--- config.mk ---
export PLATFORM = sky130hd
export DESIGN_NAME = link100_integrity_mon
export DESIGN_NICKNAME = d
export VERILOG_FILES = /design/src/rtl/lnkmon_pkg.sv /design/src/rtl/lnkmon_lock_qual.sv /design/src/rtl/lnkmon_idle_watch.sv /design/src/rtl/lnkmon_report.sv /design/src/rtl/link100_integrity_mon.sv
export SDC_FILE = /design/constraint.sdc
export NUM_CORES = 1
export LEC_CHECK = 0
export ABC_AREA = 0
export BUFFER_PORTS_ARGS = -buffer_cell sky130_fd_sc_hd__buf_2
export CORE_UTILIZATION = 40
export DETAILED_ROUTE_END_ITERATION = 16
export HOLD_SLACK_MARGIN = 0.05
export RECOVER_POWER = 25
export SYNTH_ARGS = -nofsm -noshare
export SYNTH_HDL_FRONTEND = slang
export SYNTH_SLANG_ARGS = --single-unit
export TNS_END_PERCENT = 1
--- constraint.sdc ---
create_clock -name clk_i -period 3.6 [get_ports clk_i]
set_input_delay 0.72 -clock clk_i [delete_from_list [all_inputs] [get_ports clk_i]]
set_output_delay 0.72 -clock clk_i [all_outputs]
set_load 0.01 [all_outputs]
--- src/rtl/lnkmon_pkg.sv ---
package lnkmon_pkg;

    // State of the management-facing part of the monitor.
    typedef struct packed {
        logic stat_lat;
        logic reneg;
    } report_state_t;

    // Width needed to hold a count of 0..n.
    function automatic int unsigned cnt_width(input int unsigned n);
        return (n < 2) ? 1 : $clog2(n + 1);
    endfunction

endpackage

--- src/rtl/lnkmon_lock_qual.sv ---
module lnkmon_lock_qual #(
    parameter int unsigned QUAL_CYCLES = 6_250_000
) (
    input  logic clk_i,
    input  logic rst_ni,
    input  logic lock_i,
    input  logic restart_i,
    output logic up_o,
    output logic drop_o
);
    import lnkmon_pkg::*;

    localparam int unsigned QW = cnt_width(QUAL_CYCLES);
    localparam logic [QW-1:0] LAST = QW'(QUAL_CYCLES - 1);

    typedef struct packed {
        logic [QW-1:0] cnt;
        logic          up;
    } qual_state_t;

    qual_state_t s_d, s_q;
    logic        clear;

    always_comb begin
        s_d   = s_q;
        clear = ~lock_i | restart_i;
        if (clear) begin
            s_d.cnt = '0;
            s_d.up  = 1'b0;
        end else if (!s_q.up) begin
            if (s_q.cnt == LAST) begin
                s_d.cnt = '0;
                s_d.up  = 1'b1;
            end else begin
                s_d.cnt = s_q.cnt + 1'b1;
            end
        end
    end

    always_ff @(posedge clk_i or negedge rst_ni) begin
        if (!rst_ni) begin
            s_q <= '0;
        end else begin
            s_q <= s_d;
        end
    end

    assign up_o   = s_q.up;
    assign drop_o = s_q.up & clear;


    lock_loss_drops_chk: assert property (@(posedge clk_i) disable iff (!rst_ni)
        !lock_i |=> !up_o);


    rise_needs_lock_chk: assert property (@(posedge clk_i) disable iff (!rst_ni)
        $rose(up_o) |-> $past(lock_i));


    qual_cnt_bound_chk: assert property (@(posedge clk_i) disable iff (!rst_ni)
        s_q.cnt < QW'(QUAL_CYCLES));

endmodule

--- src/rtl/lnkmon_idle_watch.sv ---
module lnkmon_idle_watch #(
    parameter int unsigned WIN_CYCLES = 250_000,
    parameter int unsigned RUN_LEN    = 16
) (
    input  logic clk_i,
    input  logic rst_ni,
    input  logic active_i,
    input  logic sym_valid_i,
    input  logic sym_idle_i,
    output logic timeout_o
);
    import lnkmon_pkg::*;

    localparam int unsigned WW = cnt_width(WIN_CYCLES);
    localparam int unsigned RW = cnt_width(RUN_LEN);
    localparam logic [WW-1:0] WIN_LAST = WW'(WIN_CYCLES - 1);
    localparam logic [RW-1:0] RUN_LAST = RW'(RUN_LEN - 1);

    typedef struct packed {
        logic [RW-1:0] run;
        logic [WW-1:0] age;
    } watch_state_t;

    watch_state_t s_d, s_q;
    logic         run_done;
    logic         expire;

    always_comb begin
        s_d      = s_q;
        run_done = 1'b0;
        expire   = 1'b0;
        if (!active_i) begin
            s_d = '0;
        end else begin
            run_done = sym_valid_i & sym_idle_i & (s_q.run == RUN_LAST);
            expire   = ~run_done & (s_q.age == WIN_LAST);
            if (sym_valid_i) begin
                s_d.run = sym_idle_i ? s_q.run + 1'b1 : '0;
            end
            if (run_done || expire) begin
                s_d.run = '0;
                s_d.age = '0;
            end else begin
                s_d.age = s_q.age + 1'b1;
            end
        end
    end

    always_ff @(posedge clk_i or negedge rst_ni) begin
        if (!rst_ni) begin
            s_q <= '0;
        end else begin
            s_q <= s_d;
        end
    end

    assign timeout_o = expire;


    window_age_bound_chk: assert property (@(posedge clk_i) disable iff (!rst_ni)
        s_q.age < WW'(WIN_CYCLES));


    idle_run_bound_chk: assert property (@(posedge clk_i) disable iff (!rst_ni)
        s_q.run < RW'(RUN_LEN));


    timeout_only_active_chk: assert property (@(posedge clk_i) disable iff (!rst_ni)
        timeout_o |-> active_i);

endmodule

--- src/rtl/lnkmon_report.sv ---
module lnkmon_report (
    input  logic clk_i,
    input  logic rst_ni,
    input  logic link_up_i,
    input  logic drop_i,
    input  logic an_enable_i,
    input  logic fail_override_i,
    input  logic stat_read_i,
    output logic stat_latched_o,
    output logic reneg_o,
    output logic tx_allow_o,
    output logic flp_req_o
);
    import lnkmon_pkg::*;

    report_state_t s_d, s_q;

    always_comb begin
        s_d       = s_q;
        s_d.reneg = drop_i & an_enable_i;
        if (drop_i) begin
            s_d.stat_lat = 1'b0;
        end else if (stat_read_i) begin
            s_d.stat_lat = link_up_i;
        end
    end

    always_ff @(posedge clk_i or negedge rst_ni) begin
        if (!rst_ni) begin
            s_q <= '0;
        end else begin
            s_q <= s_d;
        end
    end

    assign stat_latched_o = s_q.stat_lat;
    assign reneg_o        = s_q.reneg;
    assign tx_allow_o     = link_up_i | (fail_override_i & ~an_enable_i);
    assign flp_req_o      = an_enable_i & ~link_up_i;


    latched_rise_on_read_chk: assert property (@(posedge clk_i) disable iff (!rst_ni)
        $rose(stat_latched_o) |-> $past(stat_read_i));


    reneg_with_an_chk: assert property (@(posedge clk_i) disable iff (!rst_ni)
        reneg_o |-> ($past(an_enable_i) && !link_up_i));


    reneg_single_cycle_chk: assert property (@(posedge clk_i) disable iff (!rst_ni)
        reneg_o |=> !reneg_o);


    tx_flp_exclusive_chk: assert property (@(posedge clk_i) disable iff (!rst_ni)
        $onehot0({tx_allow_o, flp_req_o}));

endmodule

--- src/rtl/link100_integrity_mon.sv ---
module link100_integrity_mon #(
    parameter int unsigned QUAL_CYCLES = 6_250_000,
    parameter int unsigned WIN_CYCLES  = 250_000,
    parameter int unsigned RUN_LEN     = 16
) (
    input  logic clk_i,
    input  logic rst_ni,
    input  logic lock_i,
    input  logic sym_valid_i,
    input  logic sym_idle_i,
    input  logic an_enable_i,
    input  logic fail_override_i,
    input  logic stat_read_i,
    output logic link_up_o,
    output logic stat_latched_o,
    output logic reneg_req_o,
    output logic tx_allow_o,
    output logic flp_req_o
);
    logic link_up;
    logic link_drop;
    logic idle_timeout;

    lnkmon_lock_qual #(
        .QUAL_CYCLES (QUAL_CYCLES)
    ) i_qual (
        .clk_i     (clk_i),
        .rst_ni    (rst_ni),
        .lock_i    (lock_i),
        .restart_i (idle_timeout),
        .up_o      (link_up),
        .drop_o    (link_drop)
    );

    lnkmon_idle_watch #(
        .WIN_CYCLES (WIN_CYCLES),
        .RUN_LEN    (RUN_LEN)
    ) i_watch (
        .clk_i       (clk_i),
        .rst_ni      (rst_ni),
        .active_i    (link_up),
        .sym_valid_i (sym_valid_i),
        .sym_idle_i  (sym_idle_i),
        .timeout_o   (idle_timeout)
    );

    lnkmon_report i_report (
        .clk_i           (clk_i),
        .rst_ni          (rst_ni),
        .link_up_i       (link_up),
        .drop_i          (link_drop),
        .an_enable_i     (an_enable_i),
        .fail_override_i (fail_override_i),
        .stat_read_i     (stat_read_i),
        .stat_latched_o  (stat_latched_o),
        .reneg_o         (reneg_req_o),
        .tx_allow_o      (tx_allow_o),
        .flp_req_o       (flp_req_o)
    );

    assign link_up_o = link_up;


    timeout_drops_link_chk: assert property (@(posedge clk_i) disable iff (!rst_ni)
        idle_timeout |=> !link_up_o);

endmodule

* Yosys cells after proc, flatten, opt, wreduce, memory -nomap -nowiden
Index checks and enable logic that the tools add are counted.
** Storage, ports and cells
- Word-level logic and storage cells :: 41
- Register bits :: 49
- Bits of input ports :: 8
** Operators by class
- Eq/ne operators :: 5
- Reduce and logical (&&, ||, !) cells :: 2
- Bitwise operators :: 13
- Multiplexer cells :: 12
- Add/subtract/negate cells :: 3
** Operators by type and width (number)
- two-way mux 24 bit :: 2
- two-way mux 23 bit :: 2
- adder 23 x 1 -> 23 bit (second input constant) :: 1
- equality test 23 bit (second input constant) :: 1
- adder 18 x 1 -> 18 bit (second input constant) :: 1
- equality test 18 bit (second input constant) :: 1
- two-way mux 18 bit :: 1
- two-way mux 5 bit :: 3
- bitwise AND 1 bit :: 7
- adder 5 x 1 -> 5 bit (second input constant) :: 1
- equality test 5 x 4 -> 1 bit (second input constant) :: 1
- two-way mux 1 bit :: 4
- NOT 1 bit :: 4
- inequality test 3 x 2 -> 1 bit (second input constant) :: 1
- inequality test 2 bit (second input constant) :: 1
- OR 1 bit :: 2
- nonzero test 2 bit :: 1
- logical OR 1 bit :: 1

* Longest topological paths before layout
Gate-level depths: netlist of the first run.
- Word-level depth :: 8
- Depth in mapped cells :: 8
- Mapped depth without buffers :: 8

* By module
From an unflattened synthesis of the first run, not the netlist that was laid out.
** Unflattened totals
- Cells, all modules :: 296
- Area total of the unflattened synthesis :: 2713.9 sq um
** Modules (own cells, without submodules)
- lnkmon_lock_qual :: area an instance 1457.6 sq um, sequential area each 600.6 sq um, times used 1, cells an instance 163
- lnkmon_idle_watch :: area an instance 1171.1 sq um, sequential area each 575.6 sq um, times used 1, cells an instance 125
- lnkmon_report :: area an instance 85.1 sq um, sequential area each 50.0 sq um, times used 1, cells an instance 8

* Worst setup path after synthesis of the first run
Ideal clock, no wire load.
- Kind :: reg2reg
- Start point :: register i_watch.s_q[18] (netlist bit)
- End point :: register i_qual.s_q[21] (netlist bit)
- Path buffers :: 0
- Library setup time :: 0.126 ns
- Cell stages (with the launch flop) :: 8
- Required time :: 3.474 ns
- Path slack :: 1.754 ns
- Arrival :: 1.720 ns
- Clock period less this slack :: 1.846 ns
- Cells stage by stage :: dfrtp_1 -> ha_1 -> and3_1 -> ha_1 -> nand3_1 -> and2_1 -> a31oi_4 -> a221o_1
** Between the ends
- Word-level cells in the longest chain between the ends :: 7
- Elaborated cells between the ends (all ways) :: 8
** Ends and longest elaborated chain
- from (decl) :: RTL line lnkmon_idle_watch.sv:24 : watch_state_t s_d, s_q;
- from (signal assigned) :: RTL line lnkmon_idle_watch.sv:51 : s_q <= '0;
- from (signal assigned) :: RTL line lnkmon_idle_watch.sv:53 : s_q <= s_d;
- equality test 5 x 4 -> 1 bit * :: RTL line lnkmon_idle_watch.sv:35 : run_done = sym_valid_i & sym_idle_i & (s_q.run == RUN_LAST);
- bitwise AND 1 bit * :: RTL line lnkmon_idle_watch.sv:35
- NOT 1 bit * :: RTL line lnkmon_idle_watch.sv:36 : expire = ~run_done & (s_q.age == WIN_LAST);
- bitwise AND 1 bit * :: RTL line lnkmon_idle_watch.sv:36
- two-way mux 1 bit * :: RTL line lnkmon_idle_watch.sv:32 : if (!active_i) begin
- OR 1 bit * :: RTL line lnkmon_lock_qual.sv:26 : clear = ~lock_i | restart_i;
- inequality test 2 bit (no source line) or two-way mux 24 bit (tied branches)
- to (signal assigned) :: RTL line lnkmon_lock_qual.sv:42 : s_q <= '0;
- to (signal assigned) :: RTL line lnkmon_lock_qual.sv:44 : s_q <= s_d;
- to (decl) :: RTL line lnkmon_lock_qual.sv:21 : qual_state_t s_d, s_q;
Every way passes the cells marked *; elsewhere a longest branch is shown, timed or not.
A chain may end at the register's enable or synchronous reset.

==> flow_summary.toml, run 1 <==
[floorplanning]
dieArea_um2 = 6810
rows = 28
initial_core_util_pct = 42.6
io_pins = 13
dieWidth_um = 82.5
core_area_um2 = 6100
die_h_um = 82.5

[synthesis]
postSynthCellCount = 277
synth-seq-area-share_pct = 47.3
synth_seq_cells = 49
yosysUniqueCellTypes = 45
syn_area_um2 = 2590
syn_avg_cell_area_um2 = 9.37
syn-num-nets = 289
yosysWarnings = 0

[clocking]
cts_root_buffer = "clkbuf_8"
clkLatencyLatePin_ns = 0.30
post_cts_buffers = 0
cts.clk_slew.worst_paths_ns = 0.08
h-tree-depth = 2
cts_sinks = 49
ctsResizeCount = 0
clockBufferDepth = 2
numCtsBuffers = 5
ctsHoldBuffers = 0
tritoncts = "done"

[power_and_ir_drop]
clock_power_share_pct = 31.8
sw_frac_of_total_pct = 24.2
internal_power_mw = 0.713
vdd_drop_max_mv = 0.134
leakage_nw = 1.20
p_comb_share_pct = 6.2
seq_power_share_pct = 62.0
p_per_area_nw_per_um2 = 337
switchingPower_mw = 0.228

[sta]
max_freq_mhz = 451
setup_violations = 0
slew_headroom_pct = -40.1
hold_viol = 0
fin_crit_ns = 2.22
finalSetupTns_ns = 0
worst_pin_slew_ns = 2.10
slew_viol_final = 40
finalCritPeriodShare_pct = 61.6
grt_setup_unrepaired = "no"
clock_skew_ns = 0.00877

[hold_path]
hold_class = "reg2reg"

[worst_setup_path]
cp.arrival_ns = 2.21
critPathLaunchType = "input port"
cp_slowest_stage_delay_ns = 1.47
cp.required_ns = 3.60
crit_type = "in2async"
cp.buffers_inverters = 1
crit_chain = "clkbuf_1"
crit_slowest_cell = "clkbuf_1"
worstSetupEndpointType = "async pin"
cp_max_fo = 39
path_delay_family = "buffers and inverters"

[cells_and_area]
area_delta_synth_final_pct = 7.57
final_util_pct = 45.8
final_nets = 301
drive_gt1_share_pct = 11.1
n_antenna_cell = 0

[placed_design]
io_buffers = 12
dp_hpwl_um = 3500
place_congestion = 0.786

[status]
violations = "max-capacitance violations, max-slew violations"
status = "finished with violations"

[route]
drt-total-wl_um = 5260
drt_first_pass_iters = 4
dr.first_iter.drc_count = 161
drc_errors = 0
viasPerCell = 5.75
vias = 2089
wire_per_inst_um = 14.5
antenna_left = 0

[global_routing]
grt_pass1_vias = 1829
overflow = 0
grt_first_pass_wirelength_um = 8780
grt_max_degree = 40
antenna_found_initial = 0
gr-usage-all-layers_pct = 17.2

[run]
maxCapViolations = 1
[kinds of logic after synthesis]
family / share of synthesized area (%)
compound gates: 17.1
xor+xnor: 5.40
fa+ha+maj: 1.93
buf+inv: 2.89
flops: 47.3
mux: 0.386
simple gates: 25.1
[power groups by stage]
| stage | clock [mW] | combinational (mW) | sequential (mW) |
|---|---|---|---|
| after floorplan | 0 | 0.0342 | 0.588 |
| after global placement | 0 | 0.0584 | 0.594 |
| after detailed placement | 0 | 0.0595 | 0.594 |
| after CTS | 0.315 | 0.0599 | 0.583 |
| after global routing | 0.329 | 0.0679 | 0.586 |
| final | 0.300 | 0.0579 | 0.583 |
[registers in the layout, indices dropped and copies added, names as in the netlist]
| signal | count |
|---|---|
| i_report.reneg_o | 1 |
| i_qual.up_o | 1 |
| i_watch.s_q | 23 |
| i_report.stat_latched_o | 1 |
| i_qual.s_q | 23 |
[cell type report]
type                            instances  area (um^2)
Fill cell                             569         3300
Multi-Input combinational cell        211         1290
Sequential cell                        49         1230
Tap cell                               75         93.8
Timing Repair Buffer                   14         73.8
Clock buffer                            5         68.8
Inverter                                8         30.0
Clock inverter                          1         5.00
[per-stage QoR]
step | instance area, um^2 | hold slack (ns) | std cells | power (mW) | setup WS (ns)
6_report | 2790 | 0.490 | 363 | 0.941 | 1.38
5_1_grt | 2790 | 0.521 | 363 | 0.983 | 0.856
4_1_cts | 2790 | 0.493 | 363 | 0.958 | 1.42
3_5_place_dp | 2720 | 0.478 | 357 | 0.653 | 1.44
3_3_place_gp | 2720 | 0.480 | 357 | 0.652 | 1.47
2_1_floorplan | 2590 | 0.424 | 277 | 0.622 | 1.75
[cell usage after synthesis, drive strengths merged]
master	number	share of area [%]
nor4bb	1	0.39
o21ai	10	1.9
nand3	14	2.7
a41oi	4	1.3
a22oi	2	0.58
nand2	24	3.5
nor4	2	0.48
nand2b	3	0.72
and2	1	0.24
a21oi	19	3.8
o21ba	1	0.39
and3	9	2.2
a21o	6	1.8
or3	4	1.2
nand4	13	3.1
nor2	35	5.1
a221o	1	0.39
dfrtp	49	47
a31oi	16	4.4
mux2i	1	0.39
clkbuf	3	0.48
buf	6	1.3
inv	8	1.2
ha	4	1.9
or2	2	0.48
xnor2	5	1.7
a31o	2	0.68
and4	7	2.4
nor3	8	2.2
o2bb2ai	1	0.34
xor2	11	3.7
o211a	1	0.39
a22o	2	0.72
o31ai	1	0.29
or4b	1	0.53
[worst reg2reg max path, delay by kind of cell (launching register included)]
family,cells,cell delay (ns)
AO/OA/AOI/OAI,1,0.28
AND/OR/NAND/NOR,4,0.96
adder cells (fa/ha/maj),2,0.40
flip-flops,1,0.41
[layout by cell type (no fill, tap or decap), drive strengths merged, types with 2 or more instances in the layout]
master / instances
and4: 7
a21oi: 19
or2: 2
a22o: 2
a22oi: 2
xnor2: 5
nand4: 13
clkbuf: 6
nor2: 35
o21ai: 10
a31o: 2
buf: 13
ha: 4
dfrtp: 49
a41oi: 4
or3: 4
nand3: 14
inv: 8
nor3: 8
a21o: 6
xor2: 11
nand2b: 3
nor4: 2
nand2: 24
and3: 9
a31oi: 16
[worst paths after layout]
kind / startpoint / end / slack (ns) / cells past startpoint
setup / recovery: rst_ni / i_qual.s_q[18]$_DFFE_PN0P_ / 1.38 / 1
hold / removal: i_watch.s_q[0]$_DFF_PN0_ / i_watch.s_q[0]$_DFF_PN0_ / 0.49 / 1
setup reg to reg: i_watch.s_q[18]$_DFFE_PN0P_ / i_watch.s_q[19]$_DFFE_PN0P_ / 1.46 / 7
hold reg to reg: i_watch.s_q[0]$_DFF_PN0_ / i_watch.s_q[0]$_DFF_PN0_ / 0.49 / 1
max in group clk_i: i_watch.s_q[18]$_DFFE_PN0P_ / i_watch.s_q[19]$_DFFE_PN0P_ / 1.46 / 7
min in group asynchronous: rst_ni / i_watch.s_q[14]$_DFF_PN0_ / 1.02 / 1
[metal layers]
layer / routed length [um] / up-vias / global-route usage [%]
met4: 47 / 0 / 5.17
met1: 2650 / 1012 / 24.3
met2: 2360 / 36 / 26.0
met3: 197 / 4 / 4.07
li1: - / 1037 / -
met5: 0 / - / 0
No activity file was read; power rests on OpenSTA's default activity.
==> inputs of run 2 (changes only) <==
==> constraint.sdc (replaced) <==
create_clock -name clk_i -period 2.05 [get_ports clk_i]
set_input_delay 0.41 -clock clk_i [delete_from_list [all_inputs] [get_ports clk_i]]
set_output_delay 0.41 -clock clk_i [all_outputs]
set_load 0.01 [all_outputs]
==> run 2 against run 1 <==
  * The flow now finishes without violations
  * Clock skew rose by 0.0017 ns
  * Combinational power grew 110%
  * Critical path depth grew 4
  * Clock-buffer cell count up 2
  * Cell count up 4.7%
  * Sequential power up 75%
  * Final area up 5.2%
  * First-iteration DRC count down 30%
  * Register-to-register slack lost 1.4 ns
  * Highest routed layer unchanged
==> flow_summary.toml, run 2 (synthesized netlist as in run 1, its figures left out) <==
[power_and_ir_drop]
seq_power_share_pct = 59.9
switchingPower_mw = 0.426
p_comb_share_pct = 7.0
p_per_area_nw_per_um2 = 580
clock_power_share_pct = 33.1
internal_power_mw = 1.28
vdd_drop_max_mv = 0.256
sw_frac_of_total_pct = 25.0
leakage_nw = 1.29

[floorplanning]
die_h_um = 82.5
rows = 28
dieWidth_um = 82.5
initial_core_util_pct = 42.6
io_pins = 13
core_area_um2 = 6100
dieArea_um2 = 6810

[worst_setup_path]
cp.arrival_ns = 2.14
worstSetupEndpointType = "register"
critPathLaunchType = "register"
cp_max_fo = 9
crit_type = "reg2reg"
cp-startpoint = "i_qual.s_q[9]$_DFFE_PN0P_"
worstRegToRegCells = 5
cp.required_ns = 2.24
reg2reg_from = "i_qual.s_q[9]$_DFFE_PN0P_"

[status]
status = "finished clean"

[cells_and_area]
area_delta_synth_final_pct = 13.2
final_common_cell = "dfrtp_1"
final_nets = 316
reg_top3 = "i_qual.s_q: 23 flops, i_watch.s_q: 23 flops"
drive_gt1_share_pct = 15.7
final_cell_mix = "dfrtp_1 (49), nor2_1 (35), nand2_1 (24), a21oi_1 (18), a31oi_1 (15)"
n_antenna_cell = 0

[sta]
whs_ns = 0.264
setup_violations = 0
slew_viol_final = 0
slew_headroom_pct = 30.2
finalSetupTns_ns = 0
max_freq_mhz = 514
worst_pin_slew_ns = 1.05
grt_setup_unrepaired = "no"
finalCritPeriodShare_pct = 95.0
clock_skew_ns = 0.0105
fin_crit_ns = 1.95
hold_viol = 0

[route]
vias = 2194
drc_errors = 0
drt_first_pass_iters = 4
wire_per_inst_um = 14.7
antenna_left = 0
viasPerCell = 5.77
dr.first_iter.drc_count = 112
drt-total-wl_um = 5570

[clocking]
h-tree-depth = 2
cts_root_buffer = "clkbuf_8"
clockBufferDepth = 2
numCtsBuffers = 5
post_cts_buffers = 0
clkLatencyLatePin_ns = 0.30
tritoncts = "done"
cts_sinks = 49
cts.clk_slew.worst_paths_ns = 0.09

[global_routing]
grt_pass1_vias = 1940
antenna_found_initial = 0
grt_max_degree = 34
grt_first_pass_wirelength_um = 9450
gr-usage-all-layers_pct = 18.3
overflow = 0

[hold_path]
hold_class = "in2async"

[placed_design]
dp_hpwl_um = 3810
place_congestion = 0.806
io_buffers = 12

[run]
maxCapViolations = 0
run 2: cell types whose count changed in the layout (fill, tap and decap cells not counted):
cell	previous run	this run
buf_4	2	14
buf_12	0	2
clkbuf_1	1	3
and2_1	1	0
and2_2	0	1
clkbuf_2	0	1
clkinv_2	1	0
clkinvlp_4	0	1
run 2: path summary, 6_finish.rpt:
path,endpoint,slack (ns)
max,i_qual.s_q[21]$_DFFE_PN0P_,0.10
min,i_qual.s_q[2]$_DFFE_PN0P_,0.26
max reg2reg,i_qual.s_q[21]$_DFFE_PN0P_,0.10
min reg2reg,i_watch.s_q[0]$_DFF_PN0_,0.48
max in group asynchronous,i_qual.s_q[15]$_DFFE_PN0P_,0.42
min in group clk_i,i_report.reneg_o$_DFF_PN0_,0.35
run 2: layout make-up:
| type | count | area [um^2] |
|---|---|---|
| Clock buffer | 7 | 76.3 |
| Clock inverter | 1 | 7.51 |
| Fill cell | 577 | 3160 |
| Inverter | 8 | 30.0 |
| Multi-Input combinational cell | 211 | 1290 |
| Sequential cell | 49 | 1230 |
| Tap cell | 75 | 93.8 |
| Timing Repair Buffer | 29 | 209 |
run 2: per-stage QoR:
stage / setup WS (ns) / power (mW) / std cells / cell area (um^2) / util [%]
floorplan: 0.204 / 1.09 / 277 / 2590 / -
global placement: 0.112 / 1.16 / 372 / 2870 / 47.1
detailed placement: 0.125 / 1.16 / 372 / 2870 / 47.1
CTS: 0.0924 / 1.73 / 380 / 2950 / 48.4
global route: 0.00869 / 1.79 / 380 / 2940 / 48.2
finish: 0.103 / 1.71 / 380 / 2940 / 48.2
run 2: repair_timing:
action                     4_1_cts  5_1_grt
setup endpoints to repair        0        3
hold buffers                     0        0
gates resized for setup          0        1
run 2: metal layers:
| metal | up-vias | wire length [um] | GRT usage, % |
|---|---|---|---|
| li1 | 1070 | - | - |
| met1 | 1076 | 2840 | 26.7 |
| met2 | 42 | 2420 | 26.9 |
| met3 | 6 | 237 | 4.29 |
| met4 | 0 | 67 | 5.17 |
| met5 | - | 0 | 0 |
run 2: power by group through the flow:
stage / Clock, mW / Combinational, mW / Sequential [mW]
final: 0.564 / 0.120 / 1.02
after detailed placement: 0 / 0.126 / 1.04
after CTS: 0.585 / 0.126 / 1.02
after global placement: 0 / 0.125 / 1.04
after floorplan: 0 / 0.0601 / 1.03
after global routing: 0.625 / 0.137 / 1.02
run 2: worst max-delay path: stages, from the launching register on:
cell and delay (ns):
dfrtp_1 0.43, nor4_1 0.41, and4_1 0.31, a21o_1 0.33, nor4_1 0.10, a221o_1 0.27
